**src/rtl/pw_pkg.sv**
```systemverilog
package pw_pkg;
    localparam int ENTRY_OK_BIT = 0;

    typedef enum logic [2:0] {
        ST_IDLE,
        ST_READ_DIR,
        ST_WAIT_DIR,
        ST_READ_PTE,
        ST_WAIT_PTE,
        ST_DONE
    } walk_state_e;
endpackage

```
**src/rtl/pw_addr_split.sv**
```systemverilog
module pw_addr_split #(
    parameter int IDX_W = 10,
    parameter int OFF_W = 12,
    localparam int AW = 2 * IDX_W + OFF_W
) (
    input  logic [AW-1:0]    va_i,
    output logic [IDX_W-1:0] top_idx_o,
    output logic [IDX_W-1:0] sub_idx_o,
    output logic [OFF_W-1:0] off_o
);
    assign top_idx_o = va_i[AW-1 -: IDX_W];
    assign sub_idx_o = va_i[OFF_W +: IDX_W];
    assign off_o     = va_i[OFF_W-1:0];
endmodule

```
**src/rtl/pw_entry_addr.sv**
```systemverilog
module pw_entry_addr #(
    parameter int IDX_W = 10,
    parameter int OFF_W = 12,
    localparam int AW = 2 * IDX_W + OFF_W,
    localparam int PN_W = AW - OFF_W
) (
    input  logic [PN_W-1:0]  page_i,
    input  logic [IDX_W-1:0] idx_i,
    output logic [AW-1:0]    addr_o
);
    logic [AW-1:0] base_w;
    logic [AW-1:0] step_w;

    assign base_w = {page_i, {OFF_W{1'b0}}};
    assign step_w = {{(AW-IDX_W-2){1'b0}}, idx_i, 2'b00};
    assign addr_o = base_w + step_w;
endmodule

```
**src/rtl/pw_entry_dec.sv**
```systemverilog
module pw_entry_dec #(
    parameter int IDX_W = 10,
    parameter int OFF_W = 12,
    localparam int AW = 2 * IDX_W + OFF_W,
    localparam int PN_W = AW - OFF_W
) (
    input  logic [AW-1:0]   entry_i,
    output logic            ok_o,
    output logic [PN_W-1:0] page_o
);
    logic unused_flags;

    assign ok_o         = entry_i[pw_pkg::ENTRY_OK_BIT];
    assign page_o       = entry_i[AW-1:OFF_W];
    assign unused_flags = ^entry_i[OFF_W-1:1];
endmodule

```
**src/rtl/pt_walker.sv**
```systemverilog
module pt_walker
    import pw_pkg::*;
#(
    parameter int IDX_W = 10,
    parameter int OFF_W = 12,
    localparam int AW = 2 * IDX_W + OFF_W,
    localparam int PN_W = AW - OFF_W
) (
    input  logic          clk,
    input  logic          rst_n,
    input  logic [AW-1:0] dir_base_i,
    input  logic          req_valid_i,
    output logic          req_ready_o,
    input  logic [AW-1:0] req_va_i,
    output logic          mem_req_o,
    output logic [AW-1:0] mem_addr_o,
    input  logic          mem_rsp_valid_i,
    input  logic [AW-1:0] mem_rsp_data_i,
    output logic          done_o,
    output logic          fault_o,
    output logic [AW-1:0] pa_o,
    output logic [AW-1:0] fault_va_o
);
    walk_state_e     state_q, state_d;
    logic [AW-1:0]   va_q;
    logic [PN_W-1:0] tbl_page_q;
    logic [AW-1:0]   pa_q;
    logic            fault_q;

    logic [IDX_W-1:0] top_idx, sub_idx;
    logic [OFF_W-1:0] va_off;
    logic [AW-1:0]    dir_addr, pte_addr;
    logic             ent_ok;
    logic [PN_W-1:0]  ent_page;
    logic             unused_base;

    assign unused_base = ^dir_base_i[OFF_W-1:0];

    pw_addr_split #(.IDX_W(IDX_W), .OFF_W(OFF_W)) u_split (
        .va_i(va_q), .top_idx_o(top_idx), .sub_idx_o(sub_idx), .off_o(va_off)
    );

    pw_entry_addr #(.IDX_W(IDX_W), .OFF_W(OFF_W)) u_dir_addr (
        .page_i(dir_base_i[AW-1:OFF_W]), .idx_i(top_idx), .addr_o(dir_addr)
    );

    pw_entry_addr #(.IDX_W(IDX_W), .OFF_W(OFF_W)) u_pte_addr (
        .page_i(tbl_page_q), .idx_i(sub_idx), .addr_o(pte_addr)
    );

    pw_entry_dec #(.IDX_W(IDX_W), .OFF_W(OFF_W)) u_dec (
        .entry_i(mem_rsp_data_i), .ok_o(ent_ok), .page_o(ent_page)
    );

    // State register and walk datapath
    always_ff @(posedge clk) begin
        if (!rst_n) begin
            state_q    <= ST_IDLE;
            va_q       <= '0;
            tbl_page_q <= '0;
            pa_q       <= '0;
            fault_q    <= 1'b0;
        end else begin
            state_q <= state_d;
            if (state_q == ST_IDLE && req_valid_i) begin
                va_q    <= req_va_i;
                pa_q    <= '0;
                fault_q <= 1'b0;
            end
            if (state_q == ST_WAIT_DIR && mem_rsp_valid_i) begin
                tbl_page_q <= ent_page;
                if (!ent_ok) fault_q <= 1'b1;
            end
            if (state_q == ST_WAIT_PTE && mem_rsp_valid_i) begin
                if (ent_ok) pa_q    <= {ent_page, va_off};
                else        fault_q <= 1'b1;
            end
        end
    end

    // Next state and memory port
    always_comb begin
        state_d    = state_q;
        mem_req_o  = 1'b0;
        mem_addr_o = '0;
        unique case (state_q)
            ST_IDLE:     if (req_valid_i) state_d = ST_READ_DIR;
            ST_READ_DIR: begin
                mem_req_o  = 1'b1;
                mem_addr_o = dir_addr;
                state_d    = ST_WAIT_DIR;
            end
            ST_WAIT_DIR: if (mem_rsp_valid_i) state_d = ent_ok ? ST_READ_PTE : ST_DONE;
            ST_READ_PTE: begin
                mem_req_o  = 1'b1;
                mem_addr_o = pte_addr;
                state_d    = ST_WAIT_PTE;
            end
            ST_WAIT_PTE: if (mem_rsp_valid_i) state_d = ST_DONE;
            ST_DONE:     state_d = ST_IDLE;
            default:     state_d = ST_IDLE;
        endcase
    end

    assign req_ready_o = (state_q == ST_IDLE);
    assign done_o      = (state_q == ST_DONE);
    assign fault_o     = fault_q;
    assign pa_o        = pa_q;
    assign fault_va_o  = fault_q ? va_q : '0;


    mem_strobe_chk: assert property (@(posedge clk) disable iff (!rst_n)
        mem_req_o |=> !mem_req_o);


    done_pulse_chk: assert property (@(posedge clk) disable iff (!rst_n)
        done_o |=> (!done_o && req_ready_o));


    dir_fault_chk: assert property (@(posedge clk) disable iff (!rst_n)
        (state_q == ST_WAIT_DIR && mem_rsp_valid_i && !mem_rsp_data_i[ENTRY_OK_BIT])
        |=> (done_o && fault_o && !mem_req_o));


    pte_order_chk: assert property (@(posedge clk) disable iff (!rst_n)
        (mem_req_o && state_q == ST_READ_PTE) |-> ($past(state_q) == ST_WAIT_DIR));


    pa_offset_chk: assert property (@(posedge clk) disable iff (!rst_n)
        (done_o && !fault_o) |-> (pa_o[OFF_W-1:0] == va_q[OFF_W-1:0]));


    busy_hold_chk: assert property (@(posedge clk) disable iff (!rst_n)
        (!req_ready_o && req_valid_i) |=> $stable(va_q));
endmodule

```
**config.mk**
```make
export PLATFORM = sky130hd
export DESIGN_NAME = pt_walker
export DESIGN_NICKNAME = d
export VERILOG_FILES = /design/src/rtl/pw_pkg.sv /design/src/rtl/pw_addr_split.sv /design/src/rtl/pw_entry_addr.sv /design/src/rtl/pw_entry_dec.sv /design/src/rtl/pt_walker.sv
export SDC_FILE = /design/constraint.sdc
export NUM_CORES = 1
export LEC_CHECK = 0
export BUFFER_PORTS_ARGS = -buffer_cell sky130_fd_sc_hd__buf_2
export CAP_MARGIN = 20
export CELL_PAD_IN_SITES_DETAIL_PLACEMENT = 0
export CELL_PAD_IN_SITES_GLOBAL_PLACEMENT = 1
export CORE_AREA = 8 8 120 122
export CTS_BUF_LIST = sky130_fd_sc_hd__clkbuf_4
export CTS_CLUSTER_DIAMETER = 150
export CTS_CLUSTER_SIZE = 20
export DETAILED_ROUTE_END_ITERATION = 12
export DIE_AREA = 0 0 128 130
export MAX_ROUTING_LAYER = met4
export PLACE_DENSITY_LB_ADDON = 0.3
export SETUP_SLACK_MARGIN = 0.3
export SKIP_CTS_REPAIR_TIMING = 1
export SLEW_MARGIN = 20
export SYNTH_ARGS = -nofsm -noshare
export SYNTH_HDL_FRONTEND = slang
export SYNTH_SLANG_ARGS = --single-unit
```
**constraint.sdc**
```tcl
create_clock -name clk -period 1.6 [get_ports clk]
set_input_delay 0.16 -clock clk [delete_from_list [all_inputs] [get_ports clk]]
set_output_delay 0.16 -clock clk [all_outputs]
set_load 0.02 [all_outputs]
```
==> flow_summary_export.csv <==
group,metric,value,unit
cts,cts.path.max_buffers,2,
worst_setup_path,start_kind,"flop",
logic_synthesis,syn_area_per_cell,8.271,um^2
die,row_count,41,
global_routing,overflow,0,
layout,regArea,1777,um^2
logic_synthesis,synthDistinctLibCells,36,
route,firstDrtPassIters,5,
worst_hold_path,hold_path_depth,3,
timing,setup_ws,-0.2761,ns
logic_synthesis,synth-simple-area-share,27.84,%
logic_synthesis,syn_inst,483,
die,initial_core_util,32.18,%
logic_synthesis,synth_top_family_by_area,"simple AND/OR/NAND/NOR gates",
die,die_h,130,um
logic_synthesis,netlist_area,3995,um^2
cts,cts.clk_slew.worst_paths,0.12,ns
layout,multiInputGateArea,2686,um^2
layout,synthToLayoutAreaGrowth,86.94,%
placement,io_buffers,174,
timing,setup-violations-final,96,
global_routing,grt_pass1_wl,20780,um
worst_setup_path,cp-end-kind,"output port",
timing,hold_violations,0,
timing,drv_slew,0,
global_routing,antenna_found_initial,0,
route,final_antenna_net_count,0,
placement,gp_congestion,0.7514,
worst_setup_path,reg2reg_setup_slack,-0.13,ns
layout,fillCellCount,1050,
die,dieArea,16640,um^2
cts,cts-buffers-inserted,9,
timing,finalHoldWorstSlack,0.1593,ns
cts,htree_num_levels,3,
logic_synthesis,ys_ff_latch,88,
cts,cts_tree,"yes",
pwr,power.density,644.7,nW/um^2
run_status,violations,"negative setup slack",
worst_setup_path,rr_worst_depth,9,
worst_setup_path,critPathMaxStageDelay,0.38,ns
route,drt_iter0_markers,306,
cts,cts-root-buf,"clkbuf_4",
timing,tns,-13.09,ns
route,vias,4537,
logic_synthesis,synth-warning-count,0,
timing,min_period,1.876,ns
worst_setup_path,worstPathRequired,1.44,ns
global_routing,grt_max_degree,45,
worst_setup_path,crit_path_max_fanout,8,
run_status,outcome,"finished with violations",
flow_run,maxCapViolCount,0,
timing,fin_skew,0.01748,ns
global_routing,grtUsageTotal,16.06,%
worst_setup_path,crit_chain,"buf_6 > nor3b_4 > buf_12 > clkbuf_16 > a22o_4 > buf_6",
die,io_pins,200,
logic_synthesis,synth_mux_area_share,0.2505,%
layout,finalNetCount,827,
timing,rsz0062_at_grt,"yes",
route,wl,16980,um
pwr,power_leakage,3.320,nW
global_routing,grt_pass1_vias,3955,
timing,period_share,117.3,%
pwr,vdd_ir_drop_max,0.2992,mV
die,die_w,128,um
logic_synthesis,synthAdderAreaFrac,0,%
worst_setup_path,critPathArrivalTime,1.72,ns
logic_synthesis,ys_seq_area_share,44.10,%
route,post_drt_wl_per_cell,18.78,um
placement,place_hpwl,9799,um
worst_hold_path,hold_path.class,"in -> reg",
route,drcViolationCount,0,
logic_synthesis,synth_xor_area_share,0.2192,%
worst_setup_path,cpMostUsedCell,"buf_6",
cts,cts_sinks,88,
worst_setup_path,path_class,"reg -> out",
timing,fmax,0.5330,GHz
route,viasPerCell,5.019,
cts,clock_latency,0.45,ns
layout,drive_gt1_share,51.91,%
layout,diodes,0,
die,core,12410,um^2
logic_synthesis,synth_compound_area_share,21.17,%
worst_setup_path,critPathSlowestCell,"dfxtp_4",
-- cell families (layout without fill, tap and decap cells) --
family,Yosys count,after routing
flops,88,88
buf+inv,53,301
xor+xnor,1,1
other cells,1,2
mux,1,1
simple gates,220,220
compound gates,119,119
-- path summary, 6_finish.rpt --
kind | startpoint | to
max | state_q[2] | mem_addr_o[2]
min | rst_n | state_q[1]
max reg2reg | state_q[0] | va_q[0]
min reg2reg | pa_o[31] | pa_o[31]
-- stage by stage --
| stage | std cells | area, um^2 | utilization [%] | total power, mW | worst slack [ns] |
|---|---|---|---|---|---|
| 6_report | 904 | 7468 | 60.16 | 4.815 | -0.2761 |
| 5_1_grt | 904 | 7468 | 60.16 | 5.034 | -0.3700 |
| 2_1_floorplan | 484 | 4357 | - | 2.941 | 0.2365 |
| 3_5_place_dp | 802 | 5441 | 43.83 | 3.247 | 0.09542 |
| 3_3_place_gp | 802 | 5441 | 43.83 | 3.231 | 0.1236 |
| 4_1_cts | 818 | 5553 | 44.73 | 4.328 | -0.4220 |
-- critical path, delay by kind of cell, from the launching register on --
kind	cells	cell delay, ns
flip-flops	1	0.38
AND/OR/NAND/NOR	1	0.20
AO/OA/AOI/OAI	1	0.14
buffers and inverters	4	0.56
-- per-layer routing --
layer / track usage, % / routed length (um) / vias to the layer above / part of all wire [%]
li1: - / - / 2176 / -
met4: 4.685 / 180 / 0 / 1.1
met2: 25.79 / 8475 / 154 / 50
met1: 19.72 / 7414 / 2194 / 44
met5: - / 0 / - / 0
met3: 3.794 / 911 / 13 / 5.4
-- synthesized netlist by cell type (all sizes together) --
cell	n	area, um^2
nand2	105	394.1
dfxtp	88	1762
a21boi	53	397.9
and2	34	212.7
o21ai	33	165.2
nand3	32	160.2
nand4	32	200.2
a22o	30	262.8
buf	30	165.2
clkbuf	22	83.83
nor2b	3	18.77
nor3b	2	15.01
nor4bb	2	20.02
a21oi	1	5.000
a22oi	1	7.510
and3b	1	8.760
conb	1	3.750
inv	1	3.750
mux2i	1	10.01
nand2b	1	6.260
nand3b	1	7.510
nand4bb	1	11.26
nor2	1	3.750
nor3	1	5.000
nor4b	1	23.77
o211ai	1	7.510
or3	1	6.260
or3b	1	8.760
or4b	1	10.01
xor2	1	8.760
-- cell usage in the layout, fill, tap and decap left out, types with 2 or more instances in the layout --
cell type        n
a21boi_1        36
a21boi_2        17
a22o_4          30
and2_4          34
buf_12          14
buf_2          107
buf_4           25
buf_6           70
buf_8            4
clkbuf_16       11
clkbuf_4        10
clkinv_2         2
clkinvlp_4       3
conb_1           2
dfxtp_1         84
dfxtp_4          4
dlygate4sd3_1   52
nand2_1         69
nand2_2         14
nand2_4         22
nand3_1         32
nand4_1         32
nor2b_1          2
nor4bb_4         2
o21ai_1         32
-- final cells by class --
class                      count  share of cell area, %
inverter                       1                0.05026
timing repair buffer         284                  35.82
sequential                    88                  23.79
multi-input combinational    343                  35.97
clock buffer                  10                  1.005
clock inverter                 6                 0.4858
tap                          172                  2.882
-- power by group --
group          internal [mW]  total, mW  switching [mW]
logic                  0.699       1.34           0.640
registers               2.28       2.37          0.0917
clock network          0.326       1.11           0.782
total                   3.30       4.81            1.51
-- state kept, by name, summed over array words and instances (netlist names) --
signal	cells
tbl_page_q	20
fault_o	1
pa_o	32
va_q	32
state_q	3
Power figures use the tool's default switching activity.
